### config.mk
export PLATFORM = sky130hd
export DESIGN_NAME = pause_req_ctrl
export DESIGN_NICKNAME = d
export VERILOG_FILES = /design/src/rtl/pfc_pkg.sv /design/src/rtl/pfc_cfg_regs.sv /design/src/rtl/pfc_level_trig.sv /design/src/rtl/pfc_pin_seq.sv /design/src/rtl/pfc_req_arb.sv /design/src/rtl/pause_req_ctrl.sv
export SDC_FILE = /design/constraint.sdc
export NUM_CORES = 1
export LEC_CHECK = 0
export CELL_PAD_IN_SITES_DETAIL_PLACEMENT = 1
export CELL_PAD_IN_SITES_GLOBAL_PLACEMENT = 2
export CORE_MARGIN = 2
export CORE_UTILIZATION = 21
export CTS_CLUSTER_SIZE = 40
export DETAILED_ROUTE_END_ITERATION = 7
export PLACE_DENSITY_LB_ADDON = 0.25
export SLEW_MARGIN = 15
export SYNTH_ARGS = -nofsm -noshare
export SYNTH_HDL_FRONTEND = slang
export SYNTH_SLANG_ARGS = --single-unit
export TNS_END_PERCENT = 100
### constraint.sdc
create_clock -name clk -period 3.84 [get_ports clk]
set_input_delay 0.576 -clock clk [delete_from_list [all_inputs] [get_ports clk]]
set_output_delay 0.576 -clock clk [all_outputs]
set_load 0.02 [all_outputs]
### src/rtl/pfc_pkg.sv
package pfc_pkg;

    localparam int REG_W      = 32;
    localparam int LEVEL_W    = 16;
    localparam int GRAN_BITS  = 3;
    localparam int THR_W      = LEVEL_W - GRAN_BITS;
    localparam int EXT_EN_BIT = REG_W - 1;

    typedef struct packed {
        logic             ext_en;
        logic [THR_W-1:0] thr;
        logic             tfce;
        logic             xon_en;
    } pfc_cfg_t;

    typedef enum logic [1:0] {
        PIN_READY  = 2'd0,
        PIN_SENT   = 2'd1,
        PIN_XON_HI = 2'd2
    } pin_st_e;

    typedef enum logic {
        KIND_XOFF = 1'b0,
        KIND_XON  = 1'b1
    } frame_kind_e;

    function automatic logic [LEVEL_W-1:0] thr_bytes(input logic [THR_W-1:0] t);
        return {t, {GRAN_BITS{1'b0}}};
    endfunction

endpackage

### src/rtl/pfc_cfg_regs.sv
module pfc_cfg_regs
    import pfc_pkg::*;
(
    input  logic             clk,
    input  logic             rst,
    input  logic             wr_en,
    input  logic             sel,
    input  logic [REG_W-1:0] wr_data,
    output logic [REG_W-1:0] rd_data,
    output pfc_cfg_t         cfg
);

    logic unused_wr_bits;
    assign unused_wr_bits = ^{wr_data[EXT_EN_BIT-1:LEVEL_W], wr_data[GRAN_BITS-1:0]};

    always_ff @(posedge clk) begin
        if (rst) begin
            cfg <= '0;
        end else if (wr_en) begin
            if (!sel) begin
                cfg.ext_en <= wr_data[EXT_EN_BIT];
                cfg.thr    <= wr_data[LEVEL_W-1:GRAN_BITS];
            end else begin
                cfg.tfce   <= wr_data[0];
                cfg.xon_en <= wr_data[1];
            end
        end
    end

    always_comb begin
        rd_data = '0;
        if (!sel) begin
            rd_data[EXT_EN_BIT]               = cfg.ext_en;
            rd_data[LEVEL_W-1:GRAN_BITS]      = cfg.thr;
        end else begin
            rd_data[0] = cfg.tfce;
            rd_data[1] = cfg.xon_en;
        end
    end

    AST_CTRL_WRITE_TAKES: assert property (@(posedge clk) disable iff (rst)
        (wr_en && sel) |=> (cfg.tfce == $past(wr_data[0])));

endmodule

### src/rtl/pfc_level_trig.sv
module pfc_level_trig
    import pfc_pkg::*;
(
    input  logic               clk,
    input  logic               rst,
    input  logic [LEVEL_W-1:0] level,
    input  logic [THR_W-1:0]   thr,
    input  logic               tfce,
    output logic               fire
);

    logic at_or_above;
    logic armed;

    assign at_or_above = (level >= thr_bytes(thr));
    assign fire        = at_or_above && armed && tfce;

    always_ff @(posedge clk) begin
        if (rst) begin
            armed <= 1'b1;
        end else if (!at_or_above) begin
            armed <= 1'b1;
        end else if (fire) begin
            armed <= 1'b0;
        end
    end

    AST_LEVEL_ONE_SHOT: assert property (@(posedge clk) disable iff (rst)
        (fire && at_or_above) |=> !fire);

endmodule

### src/rtl/pfc_pin_seq.sv
module pfc_pin_seq
    import pfc_pkg::*;
#(
    parameter int SYNC_STAGES = 2
) (
    input  logic clk,
    input  logic rst,
    input  logic xoff_pin,
    input  logic xon_pin,
    input  logic ext_en,
    input  logic tfce,
    input  logic xon_en,
    output logic xoff_fire,
    output logic xon_fire
);

    logic [SYNC_STAGES-1:0] xoff_sync;
    logic [SYNC_STAGES-1:0] xon_sync;
    logic xoff_s, xon_s, xoff_prev, xon_prev;
    logic xoff_rise, xon_rise;
    pin_st_e st, st_nxt;

    generate
        if (SYNC_STAGES == 1) begin : g_sync_one
            always_ff @(posedge clk) begin
                if (rst) begin
                    xoff_sync <= '0;
                    xon_sync  <= '0;
                end else begin
                    xoff_sync <= xoff_pin;
                    xon_sync  <= xon_pin;
                end
            end
        end else begin : g_sync_chain
            always_ff @(posedge clk) begin
                if (rst) begin
                    xoff_sync <= '0;
                    xon_sync  <= '0;
                end else begin
                    xoff_sync <= {xoff_sync[SYNC_STAGES-2:0], xoff_pin};
                    xon_sync  <= {xon_sync[SYNC_STAGES-2:0], xon_pin};
                end
            end
        end
    endgenerate

    assign xoff_s    = xoff_sync[SYNC_STAGES-1];
    assign xon_s     = xon_sync[SYNC_STAGES-1];
    assign xoff_rise = xoff_s && !xoff_prev;
    assign xon_rise  = xon_s && !xon_prev;

    always_comb begin
        st_nxt    = st;
        xoff_fire = 1'b0;
        xon_fire  = 1'b0;
        if (!ext_en) begin
            st_nxt = PIN_READY;
        end else begin
            case (st)
                PIN_READY: begin
                    if (xoff_rise && tfce) begin
                        xoff_fire = 1'b1;
                        st_nxt    = PIN_SENT;
                    end
                end
                PIN_SENT: begin
                    if (xon_rise && !xoff_s) begin
                        xon_fire = tfce && xon_en;
                        st_nxt   = PIN_XON_HI;
                    end
                end
                PIN_XON_HI: begin
                    if (!xon_s) st_nxt = PIN_READY;
                end
                default: st_nxt = PIN_READY;
            endcase
        end
    end

    always_ff @(posedge clk) begin
        if (rst) begin
            st        <= PIN_READY;
            xoff_prev <= 1'b0;
            xon_prev  <= 1'b0;
        end else begin
            st        <= st_nxt;
            xoff_prev <= xoff_s;
            xon_prev  <= xon_s;
        end
    end

    AST_PIN_XOFF_ONCE: assert property (@(posedge clk) disable iff (rst)
        xoff_fire |=> !xoff_fire);
    AST_PIN_XON_NEEDS_XOFF: assert property (@(posedge clk) disable iff (rst)
        xon_fire |=> !xoff_fire);

endmodule

### src/rtl/pfc_req_arb.sv
module pfc_req_arb
    import pfc_pkg::*;
(
    input  logic clk,
    input  logic rst,
    input  logic set_xoff,
    input  logic set_xon,
    input  logic tx_busy,
    input  logic tx_ack,
    output logic xoff_req,
    output logic xon_req
);

    logic        pend_xoff, pend_xon, waiting;
    frame_kind_e wait_kind;
    logic        clr_xoff, clr_xon;

    assign clr_xoff = waiting && tx_ack && (wait_kind == KIND_XOFF);
    assign clr_xon  = waiting && tx_ack && (wait_kind == KIND_XON);

    always_ff @(posedge clk) begin
        if (rst) begin
            pend_xoff <= 1'b0;
            pend_xon  <= 1'b0;
            waiting   <= 1'b0;
            wait_kind <= KIND_XOFF;
            xoff_req  <= 1'b0;
            xon_req   <= 1'b0;
        end else begin
            pend_xoff <= set_xoff || (pend_xoff && !clr_xoff);
            pend_xon  <= set_xon  || (pend_xon  && !clr_xon);
            xoff_req  <= 1'b0;
            xon_req   <= 1'b0;
            if (waiting) begin
                if (tx_ack) waiting <= 1'b0;
            end else if (!tx_busy && (pend_xoff || pend_xon)) begin
                waiting   <= 1'b1;
                wait_kind <= pend_xoff ? KIND_XOFF : KIND_XON;
                xoff_req  <= pend_xoff;
                xon_req   <= !pend_xoff;
            end
        end
    end

    AST_REQ_SINGLE_CYCLE: assert property (@(posedge clk) disable iff (rst)
        (xoff_req || xon_req) |=> !(xoff_req || xon_req));
    AST_REQ_NOT_BUSY: assert property (@(posedge clk) disable iff (rst)
        (xoff_req || xon_req) |-> $past(!tx_busy));
    AST_XOFF_FIRST: assert property (@(posedge clk) disable iff (rst)
        xon_req |-> !$past(pend_xoff));

endmodule

### src/rtl/pause_req_ctrl.sv
module pause_req_ctrl
    import pfc_pkg::*;
#(
    parameter int SYNC_STAGES = 2
) (
    input  logic               clk,
    input  logic               rst,
    input  logic               cfg_wr_en,
    input  logic               cfg_sel,
    input  logic [REG_W-1:0]   cfg_wr_data,
    output logic [REG_W-1:0]   cfg_rd_data,
    input  logic [LEVEL_W-1:0] fifo_level,
    input  logic               xoff_pin,
    input  logic               xon_pin,
    input  logic               tx_busy,
    input  logic               tx_ack,
    output logic               xoff_req,
    output logic               xon_req
);

    pfc_cfg_t cfg;
    logic     lvl_fire, pin_xoff_fire, pin_xon_fire;

    pfc_cfg_regs u_regs (
        .clk     (clk),
        .rst     (rst),
        .wr_en   (cfg_wr_en),
        .sel     (cfg_sel),
        .wr_data (cfg_wr_data),
        .rd_data (cfg_rd_data),
        .cfg     (cfg)
    );

    pfc_level_trig u_level (
        .clk   (clk),
        .rst   (rst),
        .level (fifo_level),
        .thr   (cfg.thr),
        .tfce  (cfg.tfce),
        .fire  (lvl_fire)
    );

    pfc_pin_seq #(.SYNC_STAGES(SYNC_STAGES)) u_pins (
        .clk       (clk),
        .rst       (rst),
        .xoff_pin  (xoff_pin),
        .xon_pin   (xon_pin),
        .ext_en    (cfg.ext_en),
        .tfce      (cfg.tfce),
        .xon_en    (cfg.xon_en),
        .xoff_fire (pin_xoff_fire),
        .xon_fire  (pin_xon_fire)
    );

    pfc_req_arb u_arb (
        .clk      (clk),
        .rst      (rst),
        .set_xoff (lvl_fire || pin_xoff_fire),
        .set_xon  (pin_xon_fire),
        .tx_busy  (tx_busy),
        .tx_ack   (tx_ack),
        .xoff_req (xoff_req),
        .xon_req  (xon_req)
    );

    AST_REQ_NEEDS_TFCE: assert property (@(posedge clk) disable iff (rst)
        (lvl_fire || pin_xoff_fire || pin_xon_fire) |-> cfg_sel || !cfg_wr_en || 1'b1 ? cfg.tfce : 1'b0);

endmodule

Word-level counts from Yosys, hierarchy flattened
Cells that the tools add are included. W data, S select, Z words.

Bits in registers: 31. Latch bits: 0. Bits in writable memories: 0. Memory bits (read-only): 0. Bits of input ports: 56. Output and inout port bits: 34. Logic and storage cells: 77. Memories: 0.

Add/subtract/negate cells: 0. Multipliers: 0. Divide/modulo/power cells: 0. Order comparisons: 1. Eq/ne operators: 5. Shift-type cells: 0. Muxes and demuxes: 17. Bitwise gates (word level): 6. Reduce and logical (&&, ||, !) cells: 32.

Operators with widths (count): $ge A16 B16 Y1 (1); $logic_and A1 B1 Y1 (13); $mux W13 (1); $mux W1 (11); $mux W2 (4); $logic_not A1 Y1 (7); $not A1 Y1 (6); $pmux W2 S3 (1); $reduce_and A2 Y1 (3); $logic_or A1 B1 Y1 (4); $ne A2 B1 Y1 const B (2); $reduce_or A2 Y1 (2); $reduce_and A3 Y1 (1); $reduce_or A3 Y1 (1); $eq A2 B1 Y1 const B (1); $eq A2 B2 Y1 const B (1); $logic_not A2 Y1 (1); $ne A2 B2 Y1 const B (1).

Longest topological paths before layout
Depth in word-level cells: 8. Mapped depth: 6. Mapped depth without buffers: 6.

By module
A second synthesis with hierarchy kept.

Cells, all modules: 203. Area, all modules: 1898.1 µm².

By module, submodules not included: pfc_cfg_regs (instances 1, cells each 106, area an instance 1006.0 µm², sequential area each 320.3 µm²); pfc_level_trig (instances 1, cells each 51, area an instance 364.1 µm², sequential area each 20.0 µm²); pfc_pin_seq (instances 1, cells each 25, area an instance 301.5 µm², sequential area each 160.2 µm²); pfc_req_arb (instances 1, cells each 20, area an instance 220.2 µm², sequential area each 120.1 µm²); pause_req_ctrl (instances 1, cells each 1, area an instance 6.3 µm², sequential area each 0.0 µm²).

Worst setup path before layout
Ideal clock, no wire load.

Path type: input to register. Start point: in fifo_level[3]. End point: reg u_level.armed. Library setup time: 0.122 ns. Arrival: 1.809 ns. Data required time: 3.718 ns. Setup slack: 1.909 ns. Stages on the path: 6. Path buffers: 0. Cell sequence: inv_1 ha_1 or4b_1 a21oi_1 o211ai_1 a221o_1.

Longest elaborated chain between the ends: 3.

RTL lines: start, declared (line pause_req_ctrl.sv:12) `input logic [LEVEL_W-1:0] fifo_level,`; $ge A16 B16 Y1 * (line pfc_level_trig.sv:15) `assign at_or_above = (level >= thr_bytes(thr));`; $not A1 Y1 (no line) or $logic_and A1 B1 Y1 (tied branches); $reduce_or A2 Y1 (no line) or $logic_and A1 B1 Y1 (tied branches); end signal, assigned (line pfc_level_trig.sv:20) `armed <= 1'b1;`; end signal, assigned (line pfc_level_trig.sv:22) `armed <= 1'b1;`; end signal, assigned (line pfc_level_trig.sv:24) `armed <= 1'b0;`; end, declared (line pfc_level_trig.sv:13) `logic armed;`.

Every way passes the cells marked *; elsewhere a longest branch is shown, timed or not. A chain may end at the register's enable or synchronous reset.

Worst setup path after layout
Start point: in cfg_sel. End point: out cfg_rd_data[3].

Longest elaborated chain between the ends: 1.

RTL lines: start, declared (line pause_req_ctrl.sv:9) `input logic cfg_sel,`; $mux W13 (line pfc_cfg_regs.sv:32) `if (!sel) begin`; end, declared (line pause_req_ctrl.sv:11) `output logic [REG_W-1:0] cfg_rd_data,`.

No other way between the ends.

==> flow_metrics.env <==
export IMPL_status="complete, no violations"
export IMPL_fin_crit_ns=2.93
export IMPL_synth_cell_types=28
export IMPL_nFillCells=887
export IMPL_dieHeight_um=91.4
export IMPL_nNetsFinal=337
export IMPL_crit_path_frequent_cell="clkdlybuf4s50_1"
export IMPL_tritoncts="built"
export IMPL_overflow=0
export IMPL_crit_chain="clkdlybuf4s50_1, buf_4, nor2b_1, clkdlybuf4s50_1"
export IMPL_cp_max_fo=17
export IMPL_insertion_delay_ns=0.29
export IMPL_worstSetupPathType="primary input to output pin"
export IMPL_crit_buf_inv=3
export IMPL_leakagePower_uw=0.000890
export IMPL_grt_use_met2_pct=17.6
export IMPL_cts_buffers=5
export IMPL_worstPathArrival_ns=2.36
export IMPL_dp_cells=360
export IMPL_pre_cts_ws_ns=0.855
export IMPL_yosysTopAreaCell="dfxtp_1"
export IMPL_avgSynthCellArea_um2=7.68
export IMPL_initial_utilization_pct=21.9
export IMPL_synth_most_common_cell="nand2_1"
export IMPL_synthTopCellsByCount="nand2_1 (40), dfxtp_1 (31), a21oi_1 (27)"
export IMPL_core_um2=7330
export IMPL_peakVddDrop_uv=130
export IMPL_ys_flop_type="dfxtp_1"
export IMPL_wl_per_cell_um=11.8
export IMPL_n_antenna_cell=0
export IMPL_power_frac_seq_pct=44.3
export IMPL_clock_power_share_pct=37.7
export IMPL_timing_max_cap_violations=0
export IMPL_met3_usage_pct=3.32
export IMPL_hold_viol=0
export IMPL_hold_ws_ns=0.443
export IMPL_powerDensity_nw_per_um2=328
export IMPL_crit_family="buffers and inverters"
export IMPL_cts_max_level=2
export IMPL_row_count=31
export IMPL_switching_share_pct=26.5
export IMPL_drc=0
export IMPL_cts_sinks=31
export IMPL_num_io_pins=90
export IMPL_dpl_hpwl_um=3380
export IMPL_cts_root_buf="clkbuf_8"
export IMPL_ctsHoldBuffers=0
export IMPL_fin_ws_ns=0.908
export IMPL_worst_slew_pin_transition_ns=0.639
export IMPL_port_buffers=57
export IMPL_grt_max_degree=24
export IMPL_setup_tns_ns=0
export IMPL_maxSlewHeadroom_pct=57.3
export IMPL_worstPathRequired_ns=3.26
export IMPL_netlist_area_leader_share_pct=38.7
export IMPL_die_w_um=91.4
export IMPL_synth_edf_count=0
export IMPL_gp_congestion=0.709
export IMPL_top_usage_layer="met2"
export IMPL_grt_pass1_wl_um=7200
export IMPL_syn2layout_area_growth_pct=45.5
export IMPL_synth_async_reset_ratio_pct=0
export IMPL_vias=1482
export IMPL_synth_area_top_cells="dfxtp_1 (39%), ha_1 (10%), nand2_1 (9.4%), a21oi_1 (8.4%), buf_4 (7.5%)"
export IMPL_crit_path_max_incr_delay_ns=0.74
export IMPL_grt_use_met1_pct=13.8
export IMPL_startpoint_type="primary input"
export IMPL_rsz0062_at_grt="no"
export IMPL_grt_total_usage_pct=10.9
export IMPL_worstSetupEndpointType="output pin"
export IMPL_drv_slew=0
export IMPL_wl_um=4360
export IMPL_synthCells=209
export IMPL_drive_gt1_share_pct=4.09
export IMPL_ys_seq_area_share_pct=38.7
export IMPL_fmax_mhz=341
export IMPL_ys_ff_latch=31
export IMPL_final_antenna_net_count=0
export IMPL_ys_warnings_count=0
export IMPL_fin_crit_sh_pct=76.3
export IMPL_path_clk_slew_ns=0.07
export IMPL_cts_resized=0
export IMPL_clock_skew_ns=0.00662
export IMPL_p_comb_share_pct=18.0
export IMPL_power_uw=766
export IMPL_drtPass1Iterations=4
export IMPL_drt_initial_drc_count=40
export IMPL_grt_pass1_vias=1550
export IMPL_intPower_uw=563
export IMPL_vias_per_cell=4.03
export IMPL_dieArea_um2=8360
export IMPL_grt_antenna_before_repair=0
export IMPL_crit_slowest_cell="clkdlybuf4s50_1"
export IMPL_layoutNonFillerInstCount=368
export IMPL_setup_viol=0
export IMPL_clockBufferDepth=2
export IMPL_post_cts_setup_buffers=0
export IMPL_hp_class="register to register"
export IMPL_synthesis_area_um2=1610
export IMPL_p_sw_uw=203
-- power by group through the flow --
stage          Sequential, uW  Clock (uW)  Combinational [uW]
4_1_cts                   340         302                 140
6_report                  340         289                 138
5_1_grt                   341         315                 155
3_3_place_gp              347           0                 139
3_5_place_dp              347           0                 140
2_1_floorplan             345           0                83.7
-- flip-flops by register name, summed over array words and instances, names as in the netlist, 2 cells and up --
signal and cells:
u_regs.cfg 16, u_pins.xon_sync 2, u_pins.xoff_sync 2, u_pins.st 2
-- placed cells by master, fill, tap and decap left out, drive strengths merged, types with 2 or more instances in the layout --
cell type      netlist  routed
a21oi               27      27
conb                 1      16
a211oi               2       2
ha                  13      13
dfxtp               31      31
o21ai                3       3
and3                 2       2
clkbuf               7       7
nor2                19      19
inv                 16      16
nor3                 2       2
clkdlybuf4s50        0      57
buf                 16       3
and2                 2       2
nand3                6       6
nor2b               10      10
nand2               40      40
-- per-layer routing --
layer  vias to the layer above  share of wire (%)
met2                        43                 46
met4                         0                1.6
met1                       665                 47
li1                        768                  -
met3                         6                5.8
met5                         -                  0
-- worst register-to-register path, delay by kind of cell, from the launching register on --
family / cells / cell delay [ns]
compound gates: 3 / 0.65
fa+ha+maj: 1 / 0.27
flops: 1 / 0.33
simple gates: 1 / 0.42
-- cells by family after synthesis --
logic type | after synthesis | share of synthesized area (%)
AO/OA/AOI/OAI | 38 | 13.3
other | 1 | 0.234
buffers and inverters | 39 | 12.9
flip-flops | 31 | 38.7
adder cells (fa/ha/maj) | 13 | 10.1
AND/OR/NAND/NOR | 87 | 24.8
-- layout make-up --
type	instances	area, um2	area share (%)
Sequential cell	31	621	26.6
Clock inverter	1	7.51	0.321
Tap cell	99	124	5.30
Timing Repair Buffer	60	593	25.4
Clock buffer	7	96.3	4.12
Inverter	16	60.1	2.57
Multi-Input combinational cell	154	835	35.7
-- path summary, 6_finish.rpt --
check,cells past startpoint,start,endpoint,slack [ns]
setup / recovery,4,cfg_sel,cfg_rd_data[3],0.91
hold / removal,1,u_pins.xoff_sync[0]$_SDFF_PP0_,u_pins.xoff_sync[1]$_SDFF_PP0_,0.44
setup reg to reg,5,u_regs.cfg[2]$_SDFFE_PP0P_,u_level.armed$_SDFFE_PP1P_,2.07
hold reg to reg,1,u_pins.xoff_sync[0]$_SDFF_PP0_,u_pins.xoff_sync[1]$_SDFF_PP0_,0.44
-- stage by stage --
stage                     instance area, um2  util, %
after floorplan                         1660        -
after global placement                  2230     30.4
after detailed placement                2230     30.4
after CTS                               2340     31.9
after global routing                    2340     31.9
final                                   2340     31.9
(Power assumes the default switching activity.)
